`src/rtl/sdio_reg_pkg.sv`:
```
package sdio_reg_pkg;
  // transaction phase of the serial front end
  typedef enum logic [1:0] {
    PH_ADDR = 2'd0,
    PH_WR   = 2'd1,
    PH_RD   = 2'd2
  } phase_e;
endpackage

```
`src/rtl/sdio_reg_sync.sv`:
```
module sdio_reg_sync #(
  parameter int STAGES = 2
) (
  input  logic clk,
  input  logic rst_n,
  input  logic d,
  output logic q
);
  logic [STAGES-1:0] ff;

  always_ff @(posedge clk or negedge rst_n) begin
    if (!rst_n) ff <= '0;
    else        ff <= {ff[STAGES-2:0], d};
  end

  assign q = ff[STAGES-1];
endmodule

```
`src/rtl/sdio_reg_frontend.sv`:
```
module sdio_reg_frontend import sdio_reg_pkg::*; #(
  parameter int NREG = 16,
  parameter int DW   = 8
) (
  input  logic                     clk,
  input  logic                     rst_n,
  input  logic                     ce_s,
  input  logic                     din_s,
  input  logic                     sclk_rise,
  input  logic                     sclk_fall,
  input  logic [DW-1:0]            rd_word,
  output logic [$clog2(NREG)-1:0]  rd_sel,
  output logic                     we,
  output logic [$clog2(NREG)-1:0]  widx,
  output logic [DW-1:0]            wdata,
  output logic                     rd_phase,
  output logic                     sdo
);
  localparam int AW = $clog2(NREG);
  localparam int BW = $clog2(DW);
  localparam logic [BW-1:0] LAST_BIT = BW'(DW - 1);

  phase_e          phase;
  logic [BW-1:0]   bcnt;
  logic [BW-1:0]   ocnt;
  logic [DW-1:0]   shin;
  logic [DW-1:0]   osh;
  logic [AW-1:0]   addr;
  logic [DW-1:0]   full;
  logic            last;

  // the byte as it stands once the current bit is shifted in (LSB first)
  assign full = {din_s, shin[DW-1:1]};
  assign last = (bcnt == LAST_BIT);

  // register fetched at a byte boundary: start address, or the next one
  assign rd_sel = (phase == PH_ADDR) ? full[AW-1:0] : addr + AW'(1);

  assign we       = ce_s && sclk_rise && last && (phase == PH_WR);
  assign widx     = addr;
  assign wdata    = full;
  assign rd_phase = (phase == PH_RD);

  always_ff @(posedge clk or negedge rst_n) begin
    if (!rst_n) begin
      phase <= PH_ADDR;
      bcnt  <= '0;
      ocnt  <= '0;
      shin  <= '0;
      osh   <= '0;
      addr  <= '0;
      sdo   <= 1'b0;
    end else if (!ce_s) begin
      // idle or aborted: ready for a fresh address byte
      phase <= PH_ADDR;
      bcnt  <= '0;
      ocnt  <= '0;
      shin  <= '0;
      sdo   <= 1'b0;
    end else begin
      if (sclk_rise) begin
        shin <= full;
        bcnt <= bcnt + BW'(1);
        if (last) begin
          unique case (phase)
            PH_ADDR: begin
              addr  <= full[AW-1:0];
              phase <= full[DW-1] ? PH_WR : PH_RD;
              osh   <= rd_word;
              ocnt  <= '0;
            end
            PH_WR: begin
              addr <= addr + AW'(1);
            end
            PH_RD: begin
              addr <= addr + AW'(1);
              osh  <= rd_word;
              ocnt <= '0;
            end
            default: phase <= PH_ADDR;
          endcase
        end
      end
      if (sclk_fall && phase == PH_RD) begin
        sdo  <= osh[ocnt];
        ocnt <= ocnt + BW'(1);
      end
    end
  end
endmodule

```
`src/rtl/sdio_reg_bank.sv`:
```
module sdio_reg_bank #(
  parameter int NREG  = 16,
  parameter int DW    = 8,
  parameter int NTIME = 7
) (
  input  logic                     clk,
  input  logic                     rst_n,
  input  logic                     snap,
  input  logic [NTIME*DW-1:0]      time_live,
  input  logic                     we,
  input  logic [$clog2(NREG)-1:0]  widx,
  input  logic [DW-1:0]            wdata,
  input  logic [$clog2(NREG)-1:0]  rd_sel,
  output logic [DW-1:0]            rd_word,
  output logic [NREG*DW-1:0]       bank_q
);
  localparam int AW = $clog2(NREG);

  logic [DW-1:0] mem [NREG];

  generate
    for (genvar i = 0; i < NREG; i++) begin : g_reg
      if (i < NTIME) begin : g_time
        always_ff @(posedge clk or negedge rst_n) begin
          if (!rst_n)                          mem[i] <= '0;
          else if (snap)                       mem[i] <= time_live[i*DW +: DW];
          else if (we && widx == AW'(i))       mem[i] <= wdata;
        end
      end else begin : g_user
        always_ff @(posedge clk or negedge rst_n) begin
          if (!rst_n)                          mem[i] <= '0;
          else if (we && widx == AW'(i))       mem[i] <= wdata;
        end
      end
      assign bank_q[i*DW +: DW] = mem[i];
    end
  endgenerate

  assign rd_word = mem[rd_sel];
endmodule

```
`src/rtl/sdio_reg_slave.sv`:
```
module sdio_reg_slave import sdio_reg_pkg::*; #(
  parameter int NREG        = 16,
  parameter int DW          = 8,
  parameter int NTIME       = 7,
  parameter int SYNC_STAGES = 2
) (
  input  logic                 clk,
  input  logic                 rst_n,
  input  logic                 ser_ce,
  input  logic                 ser_clk,
  input  logic                 sdio_in,
  output logic                 sdio_out,
  output logic                 sdio_oe,
  input  logic [NTIME*DW-1:0]  time_live,
  output logic [NREG*DW-1:0]   bank_q
);
  localparam int AW  = $clog2(NREG);
  localparam int NIN = 3;

  logic [NIN-1:0] raw_in;
  logic [NIN-1:0] synced;
  logic           ce_s, sclk_s, din_s;
  logic           ce_d, sclk_d;
  logic           ce_rise, sclk_rise, sclk_fall;
  logic           we, rd_phase;
  logic [AW-1:0]  widx, rd_sel;
  logic [DW-1:0]  wdata, rd_word;

  // equal-depth synchronizers keep the three bus lines aligned
  assign raw_in = {sdio_in, ser_clk, ser_ce};

  generate
    for (genvar g = 0; g < NIN; g++) begin : g_sync
      sdio_reg_sync #(.STAGES(SYNC_STAGES)) i_sync (
        .clk   (clk),
        .rst_n (rst_n),
        .d     (raw_in[g]),
        .q     (synced[g])
      );
    end
  endgenerate

  assign ce_s   = synced[0];
  assign sclk_s = synced[1];
  assign din_s  = synced[2];

  always_ff @(posedge clk or negedge rst_n) begin
    if (!rst_n) begin
      ce_d   <= 1'b0;
      sclk_d <= 1'b0;
    end else begin
      ce_d   <= ce_s;
      sclk_d <= sclk_s;
    end
  end

  assign ce_rise   = ce_s & ~ce_d;
  assign sclk_rise = sclk_s & ~sclk_d;
  assign sclk_fall = ~sclk_s & sclk_d;

  sdio_reg_frontend #(.NREG(NREG), .DW(DW)) i_front (
    .clk       (clk),
    .rst_n     (rst_n),
    .ce_s      (ce_s),
    .din_s     (din_s),
    .sclk_rise (sclk_rise),
    .sclk_fall (sclk_fall),
    .rd_word   (rd_word),
    .rd_sel    (rd_sel),
    .we        (we),
    .widx      (widx),
    .wdata     (wdata),
    .rd_phase  (rd_phase),
    .sdo       (sdio_out)
  );

  sdio_reg_bank #(.NREG(NREG), .DW(DW), .NTIME(NTIME)) i_bank (
    .clk       (clk),
    .rst_n     (rst_n),
    .snap      (ce_rise),
    .time_live (time_live),
    .we        (we),
    .widx      (widx),
    .wdata     (wdata),
    .rd_sel    (rd_sel),
    .rd_word   (rd_word),
    .bank_q    (bank_q)
  );

  assign sdio_oe = ce_s & rd_phase;
endmodule

```
`config.mk`:
```
export PLATFORM = sky130hd
export DESIGN_NAME = sdio_reg_slave
export DESIGN_NICKNAME = d
export VERILOG_FILES = /design/src/rtl/sdio_reg_pkg.sv /design/src/rtl/sdio_reg_sync.sv /design/src/rtl/sdio_reg_frontend.sv /design/src/rtl/sdio_reg_bank.sv /design/src/rtl/sdio_reg_slave.sv
export SDC_FILE = /design/constraint.sdc
export NUM_CORES = 1
export LEC_CHECK = 0
export ABC_AREA = 1
export ABC_CLOCK_PERIOD_IN_PS = 2250
export BUFFER_PORTS_ARGS = -buffer_cell sky130_fd_sc_hd__clkbuf_2
export CAP_MARGIN = 20
export CORE_MARGIN = 2
export CORE_UTILIZATION = 55
export CTS_CLUSTER_SIZE = 28
export DETAILED_ROUTE_END_ITERATION = 10
export PLACE_DENSITY = 0.81
export SETUP_SLACK_MARGIN = 0.2
export SYNTH_ARGS = -nofsm -noshare
export SYNTH_HDL_FRONTEND = slang
export SYNTH_SLANG_ARGS = --single-unit
```
`constraint.sdc`:
```
create_clock -name clk -period 2.25 [get_ports clk]
set_clock_uncertainty 0.05 [all_clocks]
set_input_delay 0.45 -clock clk [delete_from_list [all_inputs] [get_ports clk]]
set_output_delay 0.45 -clock clk [all_outputs]
set_load 0.01 [all_outputs]
```
## After elaboration in Yosys (flattened, before gate mapping)

Cells that the tools add are included.

| storage, ports and cells | value |
|---|---|
| register bits | 165 |
| bits in latches | 0 |
| bits in writable memories | 0 |
| bits in read-only memories | 0 |
| bits of input ports | 61 |
| logic and storage cells | 139 |
| memories kept | 0 |

| cells by class | value |
|---|---|
| add/subtract/negate cells | 3 |
| multiply operators | 0 |
| divide/modulo/power cells | 0 |
| magnitude comparators | 2 |
| equal/unequal tests | 25 |
| shifts and indexed selects | 0 |
| muxes and demuxes | 37 |
| bitwise operators | 8 |
| reductions and logical operators | 36 |

Operators with widths:

| kind | count |
|---|---|
| $mux W8 | 18 |
| $bmux W8 S4 | 1 |
| $eq A4 B4 Y1 const B | 8 |
| $mux W3 | 7 |
| $logic_and A1 B1 Y1 | 20 |
| $eq A4 B3 Y1 const B | 4 |
| $reduce_bool A2 Y1 | 8 |
| $eq A4 B2 Y1 const B | 2 |
| $mux W2 | 4 |
| $pmux W4 S2 | 1 |
| $reduce_and A4 Y1 | 2 |
| $add A3 B1 Y3 const B | 2 |
| $ne A2 B1 Y1 const B | 3 |
| $ne A3 B1 Y1 const B | 2 |
| $reduce_and A3 Y1 | 2 |
| $ge A5 B5 Y1 const B | 1 |
| $not A4 Y5 | 1 |
| $add A4 B1 Y4 const B | 1 |
| $and A1 B1 Y1 | 4 |
| $eq A4 B1 Y1 const B | 1 |
| $logic_not A4 Y1 | 1 |
| $lt A3 B4 Y1 const B | 1 |
| $mux W4 | 1 |
| $pmux W2 S2 | 1 |
| other kinds (10) | 15 |

## Longest topological paths before layout

| logic depth | value |
|---|---|
| depth in word-level cells | 8 |
| depth in mapped cells | 14 |

## Modules after synthesis

Synthesis repeated with hierarchy kept, for this count alone.

| unflattened totals | value |
|---|---|
| cell total of the unflattened synthesis | 1097 |
| area total of the unflattened synthesis | 8380.5 sq um |

Modules (own cells, without submodules):

| module | times used | cells each | area an instance (sq um) |
|---|---|---|---|
| sdio_reg_bank | 1 | 907 | 6661.4 |
| sdio_reg_frontend | 1 | 174 | 1488.9 |
| sdio_reg_sync | 3 | 2 | 50.0 |
| sdio_reg_slave | 1 | 10 | 80.1 |

## Worst setup path before layout

No wires, ideal clock.

| timing | value |
|---|---|
| path kind | reg-to-reg |
| start point | reg i_front.phase[0] |
| end point | reg i_front.osh[1] |
| setup time | 0.117 ns |
| data arrival time | 1.707 ns |
| path slack | 0.376 ns |
| stages on the path, launching flop included | 15 |
| cell sequence | dfrtp_1 inv_1 ha_1 buf_2 nand2_1 nand2_1 buf_4 buf_2 nand2_1 nand3_1 nand3_1 nand3_1 nand2_1 nand2_1 nand2_1 |

| between the ends | value |
|---|---|
| word-level cells in the longest chain between the ends | 6 |
| elaborated cells between the ends (all ways) | 9 |
| those cells by class | eq/ne: 1; mux: 4; bitwise: 1; reduce/logical: 3 |

RTL lines:

| what | RTL line | text |
|---|---|---|
| from (decl) | sdio_reg_frontend.sv:23 | `phase_e phase;` |
| from (signal assigned) | sdio_reg_frontend.sv:68 | `phase <= full[DW-1] ? PH_WR : PH_RD;` |
| $logic_not A2 Y1 | sdio_reg_frontend.sv:37, sdio_reg_frontend.sv:65 |  |
| $mux W4 | sdio_reg_frontend.sv:37 | `assign rd_sel = (phase == PH_ADDR) ? full[AW-1:0] : addr + AW'(1);` |
| $not A4 Y5 (implied by the code) | sdio_reg_bank.sv:39 | `assign rd_word = mem[rd_sel];` |
| $bmux W8 S4 | sdio_reg_bank.sv:39 |  |
| $mux W8 (implied by the code) (2 in a row) | sdio_reg_bank.sv:39 |  |
| to (signal assigned) | sdio_reg_frontend.sv:69 | `osh <= rd_word;` |
| to (signal assigned) | sdio_reg_frontend.sv:77 | `osh <= rd_word;` |
| to (decl) | sdio_reg_frontend.sv:27 | `logic [DW-1:0] osh;` |

Several ways; a longest one is shown, not always the timed one. The select of a mux whose other input is x is not followed.
A chain may end at the register's enable or synchronous reset.

## Final worst setup path

| timing | value |
|---|---|
| start point | reg i_front.phase[0] |
| end point | reg i_front.osh[0] |

The elaborated chain is that of the path after synthesis.

==> impl_results.md <==
- Layout Nets: 1441
- Setup TNS: 0 ps
- Place WS: 151 ps
- Detail Route Antenna Nets: 0
- Cells on worst reg2reg path: 11
- Worst VDD drop: 0.487 mV
- Slowest-stage cell, CP: dfrtp_1
- Final Critical Period: 2030 ps
- DIE WIDTH: 130 um
- # H-tree levels: 4
- Cell Area, Synth: 8760 um2
- HP Class: input port to flip-flop
- Hold Path Cell Cnt: 1
- Critical path fanouts, max: 8
- WHS: 65.4 ps
- Row cnt: 46
- Ys Warns: 0
- TritonCTS buffer count: 17
- Synth Area per Inst: 7.59 um2
- Vias in the first global route: 8088
- Clock power frac: 0.449
- Int Pwr: 5.42 mW
- Worst path required time: 2580 ps
- Final core utilization: 0.710
- Syn Inst Count: 1154
- Vias: 9052
- Fin. Hold Viols: 0
- Drc violations: 0
- Largest stage delay, worst path: 410 ps
- Placed instance count: 1541
- All-Layer GR Usage: 0.329
- CORE AREA: 15700 um2
- Setup crit end kind: flip-flop
- Slew @ Worst Pin: 918 ps
- Synth Register Bits: 164
- Final WL: 29.0 mm
- Starting Density: 0.558
- I/O pin count: 191
- Leakage: 5.78 nW
- Area delta synth->final: 27.3%
- Largest net degree at the start of global routing: 53
- Multi-input gate area: 3940 um2
- Post-Layout Inst Area: 11200 um2
- Die area: 17000 um2
- First-pass detailed-route iteration total: 6
- Placed Instance Area: 10100 um2
- Max cap viols: 0
- Final setup violation count: 0
- Pwr dens: 646 nW/um2
- First-pass GRT wire length: 42.3 mm
- CTS max path bufs: 2
- Clock sinks: 164
- Setup ws final: 222 ps
- Worst Path Arrival: 2360 ps
- Startpoint Class: flip-flop
- Register share of total power: 0.450
- Initial antenna violation count: 0
- N_diodes: 0
- CTS root buffer: clkbuf_16
- Total power: 7.21 mW
- Max Clk Rate: 493 MHz
- Post-DP HPWL: 19.8 mm
- Gpl congestion: 0.932
- CTS tree: yes
- # port buffers: 190
- RSZ-0062 raised after global routing: yes
- # fillers: 1248
- Share of layout cells above drive strength 1: 0.249
- Clk_lat worst skew: 440 ps
- Vert. Die Dim: 130 um
- Power share of the combinational group: 0.101
- Slew Limit Fails: 0
- Tcrit/Tclk final: 0.901
- Max transition margin: 0.386
- Register Area: 4110 um2
- Status: finished clean
- Number of DRC markers in iteration 0: 1069
- Grt ovf: 0
- Crit-path cells: inv_2 -> ha_4 -> buf_6 -> o21ai_4 -> clkbuf_16 -> nand3_1 -> nand3_1 -> nand3_1 -> nand2_1 -> nand2_1 -> nand2_1
- Syn_nets: 1226
- Unique masters post-synth: 31
- Sw Pwr: 1.79 mW
- Via/cell ratio: 5.67
- Setup Crit Path Kind: flip-flop to flip-flop
- Worst-path clk slew: 70 ps
- Sequential fraction of the synthesis area: 0.468
- Wirelength per Cell: 18.2 um
- Sw Share: 0.248
- Non-Filler Instances: 1596
[flip-flops by register name, indices dropped and copies added (netlist names)]
register / cells
i_front.bcnt: 3
i_bank.bank_q: 128
i_front.widx: 4
sclk_d: 1
i_front.shin: 7
g_sync.i_sync.ff: 6
ce_d: 1
i_front.sdo: 1
i_front.phase: 2
i_front.ocnt: 3
i_front.osh: 8
[cell usage after synthesis]
cell type,n,area share
buf_2,19,0.011
buf_4,2,0.0017
buf_6,3,0.0039
clkbuf_1,24,0.010
clkinv_2,1,0.00057
dfrtp_1,164,0.47
ha_1,11,0.016
inv_1,149,0.064
inv_12,1,0.0019
inv_2,3,0.0013
nand2_1,397,0.17
nand2_2,2,0.0014
nand2_4,7,0.0090
nand3_1,210,0.12
nand3_4,6,0.012
nand3b_1,8,0.0069
nand4_1,2,0.0014
nand4_4,1,0.0024
nor2_1,20,0.0086
nor2_2,7,0.0050
nor2_4,9,0.012
nor3_1,2,0.0011
nor3_4,1,0.0019
o211ai_1,3,0.0026
o21ai_0,66,0.038
o21ai_1,9,0.0051
o21ai_2,16,0.016
o22ai_1,6,0.0043
o31ai_1,2,0.0017
xnor2_1,1,0.0010
xor2_1,2,0.0020
[placed cells by master (no fill, tap or decap), types with 2 or more instances in the layout]
| cell | count |
|---|---|
| inv_1 | 144 |
| o21ai_2 | 17 |
| clkbuf_8 | 3 |
| o21ai_0 | 66 |
| nand3b_1 | 8 |
| dfrtp_1 | 163 |
| o21ai_1 | 7 |
| clkbuf_16 | 20 |
| inv_2 | 7 |
| o211ai_1 | 3 |
| buf_4 | 33 |
| nand3_2 | 4 |
| nor2_2 | 3 |
| buf_6 | 5 |
| buf_12 | 12 |
| clkinv_2 | 2 |
| nor2_1 | 19 |
| nand2_4 | 9 |
| ha_1 | 9 |
| nand3_1 | 206 |
| xor2_1 | 2 |
| nor3_1 | 2 |
| nand2_2 | 3 |
| bufinv_16 | 5 |
| nand2_1 | 394 |
| o22ai_1 | 6 |
| nor2_4 | 14 |
| nand3_4 | 6 |
| ha_4 | 2 |
| clkbuf_1 | 2 |
| o31ai_1 | 2 |
| clkbuf_2 | 189 |
| nand4_1 | 2 |
[area by class of cell]
| cell class | instances | share of cell area |
|---|---|---|
| sequential | 164 | 0.368 |
| multi-input combinational | 788 | 0.353 |
| timing repair buffer | 244 | 0.144 |
| inverter | 154 | 0.0533 |
| clock buffer | 22 | 0.0425 |
| tap | 216 | 0.0242 |
| clock inverter | 8 | 0.0155 |
[cells by family after synthesis]
| group | Yosys count | synth area share |
|---|---|---|
| AOI/OAI and AO/OA | 102 | 0.0674 |
| xor gates and xnor gates | 3 | 0.00300 |
| adders and majority gates | 11 | 0.0157 |
| buffers and inverters | 202 | 0.0942 |
| DFF | 164 | 0.468 |
| and+or+nand+nor | 672 | 0.351 |
[worst max-delay path: cells and delay by family, from the launching register on]
family	cells	cell delay (ps)
flip-flops	1	410
adder cells (fa/ha/maj)	1	180
AND/OR/NAND/NOR	6	540
buffers and inverters	3	460
AO/OA/AOI/OAI	1	330
[timing repair]
item	CTS	global route
setup endpoints to repair	13	57
hold buffers	1	0
pin swaps	0	7
resized for setup	9	22
cloned	1	4
endpoints found under the hold margin	47	0
buffers inserted	0	19
[layer usage]
| metal | track usage | part of all wire | up-vias |
|---|---|---|---|
| met2 | 0.528 | 0.48 | 538 |
| met5 | 0 | 0 | - |
| li1 | - | - | 4100 |
| met3 | 0.0771 | 0.094 | 96 |
| met4 | 0.130 | 0.033 | 0 |
| met1 | 0.434 | 0.39 | 4318 |
[final timing paths]
| path | from | endpoint | slack [ps] |
|---|---|---|---|
| worst min register to register | g_sync[0].i_sync.ff[0] | g_sync[0].i_sync.ff[1] | 300 |
| worst min-delay path | ser_clk | g_sync[1].i_sync.ff[0] | 70 |
| max in group asynchronous | rst_n | i_bank.bank_q[25] | 1000 |
| worst max-delay path | i_front.phase[0] | i_front.osh[0] | 220 |
| worst max register to register | i_front.phase[0] | i_front.osh[0] | 220 |
| min in group asynchronous | rst_n | i_bank.bank_q[89] | 500 |
[power by group through the flow]
stage / registers, mW / logic [mW] / clock network [mW]
after CTS: 3.23 / 0.720 / 3.24
after global routing: 3.25 / 0.811 / 3.35
final: 3.24 / 0.727 / 3.24
after floorplan: 3.30 / 0.289 / 0
after global placement: 3.28 / 0.692 / 0
after detailed placement: 3.28 / 0.709 / 0
Power figures use the tool's default switching activity.
